File: src/rtl/gpio_edge_irq.sv
module gpio_edge_irq #(
  parameter int NIN = 4
) (
  input  logic       clk,
  input  logic       rst_n,
  input  logic [2:0] addr,
  input  logic       wr_en,
  input  logic       rd_en,
  input  logic [7:0] wdata,
  output logic [7:0] rdata,
  input  logic [7:0] pad_in,
  output logic [7:0] gpio_out,
  output logic [7:0] gpio_oe,
  output logic       irq
);
  localparam int W = 8;
  localparam int FIRST_IN = W - NIN;
  localparam logic [2:0] A_DIR = 3'd0, A_DAT = 3'd1, A_CFG = 3'd3, A_STS = 3'd4;

  logic [W-1:0]   dir_q, out_q, cfg_q, sync1_q, sync2_q;
  logic [NIN-1:0] prev_q, rise_q, fall_q, vis;

  wire [NIN-1:0] lvl     = sync2_q[W-1:FIRST_IN];
  wire [NIN-1:0] rise_ev = lvl & ~prev_q;
  wire [NIN-1:0] fall_ev = ~lvl & prev_q;
  wire [NIN-1:0] clr     = (wr_en && addr == A_STS) ? wdata[NIN-1:0] : '0;

  always_ff @(posedge clk) begin
    if (!rst_n) begin
      dir_q   <= 8'h0F;
      out_q   <= '0;
      cfg_q   <= '0;
      sync1_q <= '0;
      sync2_q <= '0;
      prev_q  <= '0;
      rise_q  <= '0;
      fall_q  <= '0;
    end else begin
      sync1_q <= pad_in;
      sync2_q <= sync1_q;
      prev_q  <= lvl;
      rise_q  <= rise_ev | (rise_q & ~clr);
      fall_q  <= fall_ev | (fall_q & ~clr);
      if (wr_en) begin
        case (addr)
          A_DIR:   dir_q <= wdata;
          A_DAT:   out_q <= wdata;
          A_CFG:   cfg_q <= wdata;
          default: ;
        endcase
      end
    end
  end

  for (genvar k = 0; k < NIN; k++) begin : g_sel
    wire [1:0] sel = cfg_q[2*k +: 2];
    assign vis[k] = (sel == 2'b01) ? fall_q[k] :
                    (sel == 2'b10) ? rise_q[k] : 1'b0;
  end

  always_comb begin
    rdata = '0;
    if (rd_en) begin
      case (addr)
        A_DIR:   rdata = dir_q;
        A_DAT:   rdata = sync2_q;
        A_CFG:   rdata = cfg_q;
        A_STS:   rdata = {{(W-NIN){1'b0}}, vis};
        default: rdata = '0;
      endcase
    end
  end

  assign gpio_out = out_q;
  assign gpio_oe  = dir_q;
  assign irq      = |vis;
endmodule

File: config.mk
export PLATFORM = sky130hd
export DESIGN_NAME = gpio_edge_irq
export DESIGN_NICKNAME = d
export VERILOG_FILES = /design/src/rtl/gpio_edge_irq.sv
export SDC_FILE = /design/constraint.sdc
export NUM_CORES = 1
export LEC_CHECK = 0
export BUFFER_PORTS_ARGS = -buffer_cell sky130_fd_sc_hd__buf_2
export CORE_ASPECT_RATIO = 1.75
export CORE_MARGIN = 2
export CORE_UTILIZATION = 25
export CTS_CLUSTER_SIZE = 16
export DETAILED_ROUTE_END_ITERATION = 10
export HOLD_SLACK_MARGIN = 0.06
export SYNTH_ARGS = -nofsm -noshare
export SYNTH_HDL_FRONTEND = slang
export SYNTH_SLANG_ARGS = --single-unit
File: constraint.sdc
create_clock -name clk -period 3.61 [get_ports clk]
set_clock_uncertainty 0.15 [all_clocks]
set_input_delay 0.5415 -clock clk [delete_from_list [all_inputs] [get_ports clk]]
set_output_delay 0.5415 -clock clk [all_outputs]
set_load 0.03 [all_outputs]
==> run_results.csv <==
group,metric,value,unit
run_status,status,"finished clean",
worst_setup_path,worstSetupStartpoint,"addr[0]",
die,die_height,126.3,um
synth,synth_nets,242,
die,die_w,73.87,um
sta,fin_crit_sh,0.6755,
detailed_routing,ant_nets,0,
global_routing,grt-ovfl-total,0,
sta,finalHoldViolations,0,
synth,synth.largest_area_cell,"dfxtp_1",
synth,yosys.area_share.simple,0.2525,
sta,slew_headroom,0.5063,
worst_setup_path,rrSetupSlack,2680,ps
clocking,htree_levels,2,
sta,setup_viol,0,
global_routing,grt_usage,0.1178,
sta,max_freq,410.1,MHz
synth,synth_compound_area_frac,0.1570,
synth,netlist.area_leader.share,0.4874,
synth,synth_cell_types,27,
synth,synthXorXnorAreaFrac,0,
synth,synth_cells,219,
pwr,p_per_area,449.8,mW/mm^2
cells_and_area,fin_nets,285,
pwr,p_sw,0.2813,mW
worst_setup_path,worst_path_largest_cell_delay,370,ps
detailed_routing,drtIter0Drc,40,
clocking,cts_made_buffers,5,
pwr,swShare,0.2391,
clocking,max-clock-path-buffers,2,
clocking,postCtsSetupRepairBufs,0,
sta,rsz0062_at_grt,"no",
die,start_util,0.2569,
pwr,seq_power_share,0.514,
pwr,combPwrFrac,0.086,
synth,ys_warn_count,0,
clocking,cts.sinks,52,
clocking,clk_pin_slew,70,ps
detailed_routing,remaining_drc_errors,0,
clocking,cts_root_buf,"clkbuf_16",
sta,setup_tns,0,ps
die,die-area,0.009328,mm^2
clocking,hold_buffers,0,
synth,ys_ff_latch,52,
sta,slew_viol_final,0,
global_routing,grt_pass1_vias,1548,
worst_setup_path,cp.arrival,1750,ps
detailed_routing,viasPerCell,4.302,
pwr,p_leak,1.071,nW
clocking,insertion_delay,290,ps
pwr,p_int,0.8950,mW
place,dp_hpwl,3813,um
cells_and_area,layout_commonest_cell,"dfxtp_1",
cells_and_area,area_growth,22.44,%
die,row_count,44,
place,port_buffers,47,
pwr,power.total,1.176,mW
sta,tightest_slew,740.5,ps
synth,synth_top_family_by_area,"simple AND/OR/NAND/NOR gates",
worst_setup_path,endpoint,"rdata[3]",
worst_setup_path,critPathCaptureType,"output port",
place,dp_cells,370,
synth,avgSynthCellArea,9.753,um^2
synth,synthAdderAreaFrac,0,
worst_hold_path,hp-class,"reg2reg",
worst_setup_path,setup.worst_path.class,"in2out",
flow_run,cap_viol_max_count,0,
pwr,pwr-share-clk,0.400,
place,place.gp.congestion,0.7723,
global_routing,grt_antenna_before_repair,0,
synth,ys_seq_area_frac,0.4874,
worst_setup_path,cp_common_cell,"buf_2",
worst_setup_path,cpMaxStageDelayCell,"and2_1",
worst_setup_path,critical_path.max_fanout,16,
global_routing,grt_pass1_wl,8121,um
cells_and_area,final_cell_mix,"52 x dfxtp_1, 47 x buf_2, 36 x nand2_1, 21 x and2_1, 17 x nor2b_1",
worst_setup_path,crit_path_start_kind,"input port",
pwr,ir_drop,0.0002518,V
die,core_area,0.008313,mm^2
die,io_pins,48,
sta,period_needed,2439,ps
cells_and_area,drive_above_1_share,0.2205,
cells_and_area,final_cells,378,
synth,yosys-mux-area-fraction,0.07499,
worst_setup_path,regToRegEndpoint,"rise_q[0]",
worst_setup_path,r2r_start,"sync2_q[4]",
worst_setup_path,rr_worst_depth,2,
synth,yosys-top-cells-area,"dfxtp_1 49%, mux2i_1 7.5%, nand2_1 6.3%",
clocking,cts_resized,0,
worst_setup_path,cp_cell_sequence,"buf_2 -> and2_1 -> o2bb2ai_1 -> a22o_1 -> buf_2",
global_routing,grt_max_degree,53,
synth,synthesis.area,0.002136,mm^2
detailed_routing,dr.pass1.iters,4,
detailed_routing,drt_wl_total,5194,um
detailed_routing,wire_per_inst,13.74,um
cells_and_area,fill_cells,890,
clocking,cts_tree,"built",
worst_hold_path,min-delay-start,"sync1_q[6]",
worst_setup_path,worst_ep_required_time,2920,ps
cells_and_area,n_antenna_cell,0,
detailed_routing,num_vias,1626,
sequential cells by signal, indices dropped and copies added, names as in the netlist:
signal	cells
cfg_q	8
fall_q	4
prev_q	4
gpio_out	8
gpio_oe	8
rise_q	4
sync1_q	8
sync2_q	8
metal layers:
layer  up-vias  track usage  share of wire
met3         7      0.02000          0.040
li1        836            -              -
met4         0      0.06417          0.028
met2        31       0.2043           0.53
met5         -            0              0
met1       752       0.1314           0.40
power groups by stage:
stage	combinational, mW	sequential, mW	clock (mW)
after floorplan	0.0599	0.622	0
after global placement	0.102	0.618	0
after detailed placement	0.103	0.618	0
after CTS	0.103	0.605	0.482
after global routing	0.112	0.607	0.506
final	0.102	0.604	0.470
cell families (layout without fill, tap and decap cells):
family                 after synthesis  after routing
muxes                               16             16
buffers and inverters               12             56
AOI/OAI and AO/OA                   44             44
DFF                                 52             52
and+or+nand+nor                     95             95
cell type report:
type	instances	area, um^2	share of cell area
tap	115	143.9	0.05502
sequential	52	1041	0.3981
multi-input combinational	155	1041	0.3981
clock buffer	5	125.1	0.04785
clock inverter	3	21.27	0.008134
timing repair buffer	48	242.7	0.09282
metrics by stage:
| step | worst slack, ps | hold WS [ps] | util | area, um^2 |
|---|---|---|---|---|
| global route | 1104 | 301.4 | 0.3146 | 2615 |
| CTS | 1167 | 289.0 | 0.3146 | 2615 |
| floorplan | 1402 | 261.9 | - | 2136 |
| global placement | 1211 | 272.9 | 0.2970 | 2469 |
| finish | 1171 | 284.2 | 0.3146 | 2615 |
| detailed placement | 1163 | 272.7 | 0.2970 | 2469 |
worst max-delay path, delay by kind of cell:
family	cells	cell delay, ps
and+or+nand+nor	1	370
AOI/OAI and AO/OA	2	320
buffers and inverters	2	510
Yosys cell counts:
cell,number
or4_1,1
a21boi_0,9
nand4b_1,1
mux2i_1,16
nor2_1,4
a2bb2oi_1,4
o21a_1,8
clkbuf_1,7
buf_6,1
dfxtp_1,52
nor2b_1,17
and2_1,21
and4b_1,1
nand3b_1,4
buf_4,1
o2bb2ai_1,4
nor4bb_1,1
nand2_1,36
nand3_1,4
o21ai_0,4
buf_2,3
a21boi_1,11
nor4b_4,1
nand2b_1,1
or4b_1,1
and4bb_1,2
a22o_1,4
worst min path at each step:
stage	slack [ps]	cells after the start	end
finish	280	1	sync2_q[6]
floorplan	260	1	sync2_q[0]
CTS	290	1	sync2_q[6]
detailed placement	270	1	sync2_q[6]
global route	300	2	sync1_q[4]
global placement	270	1	sync2_q[6]
Power figures use the tool's default switching activity.
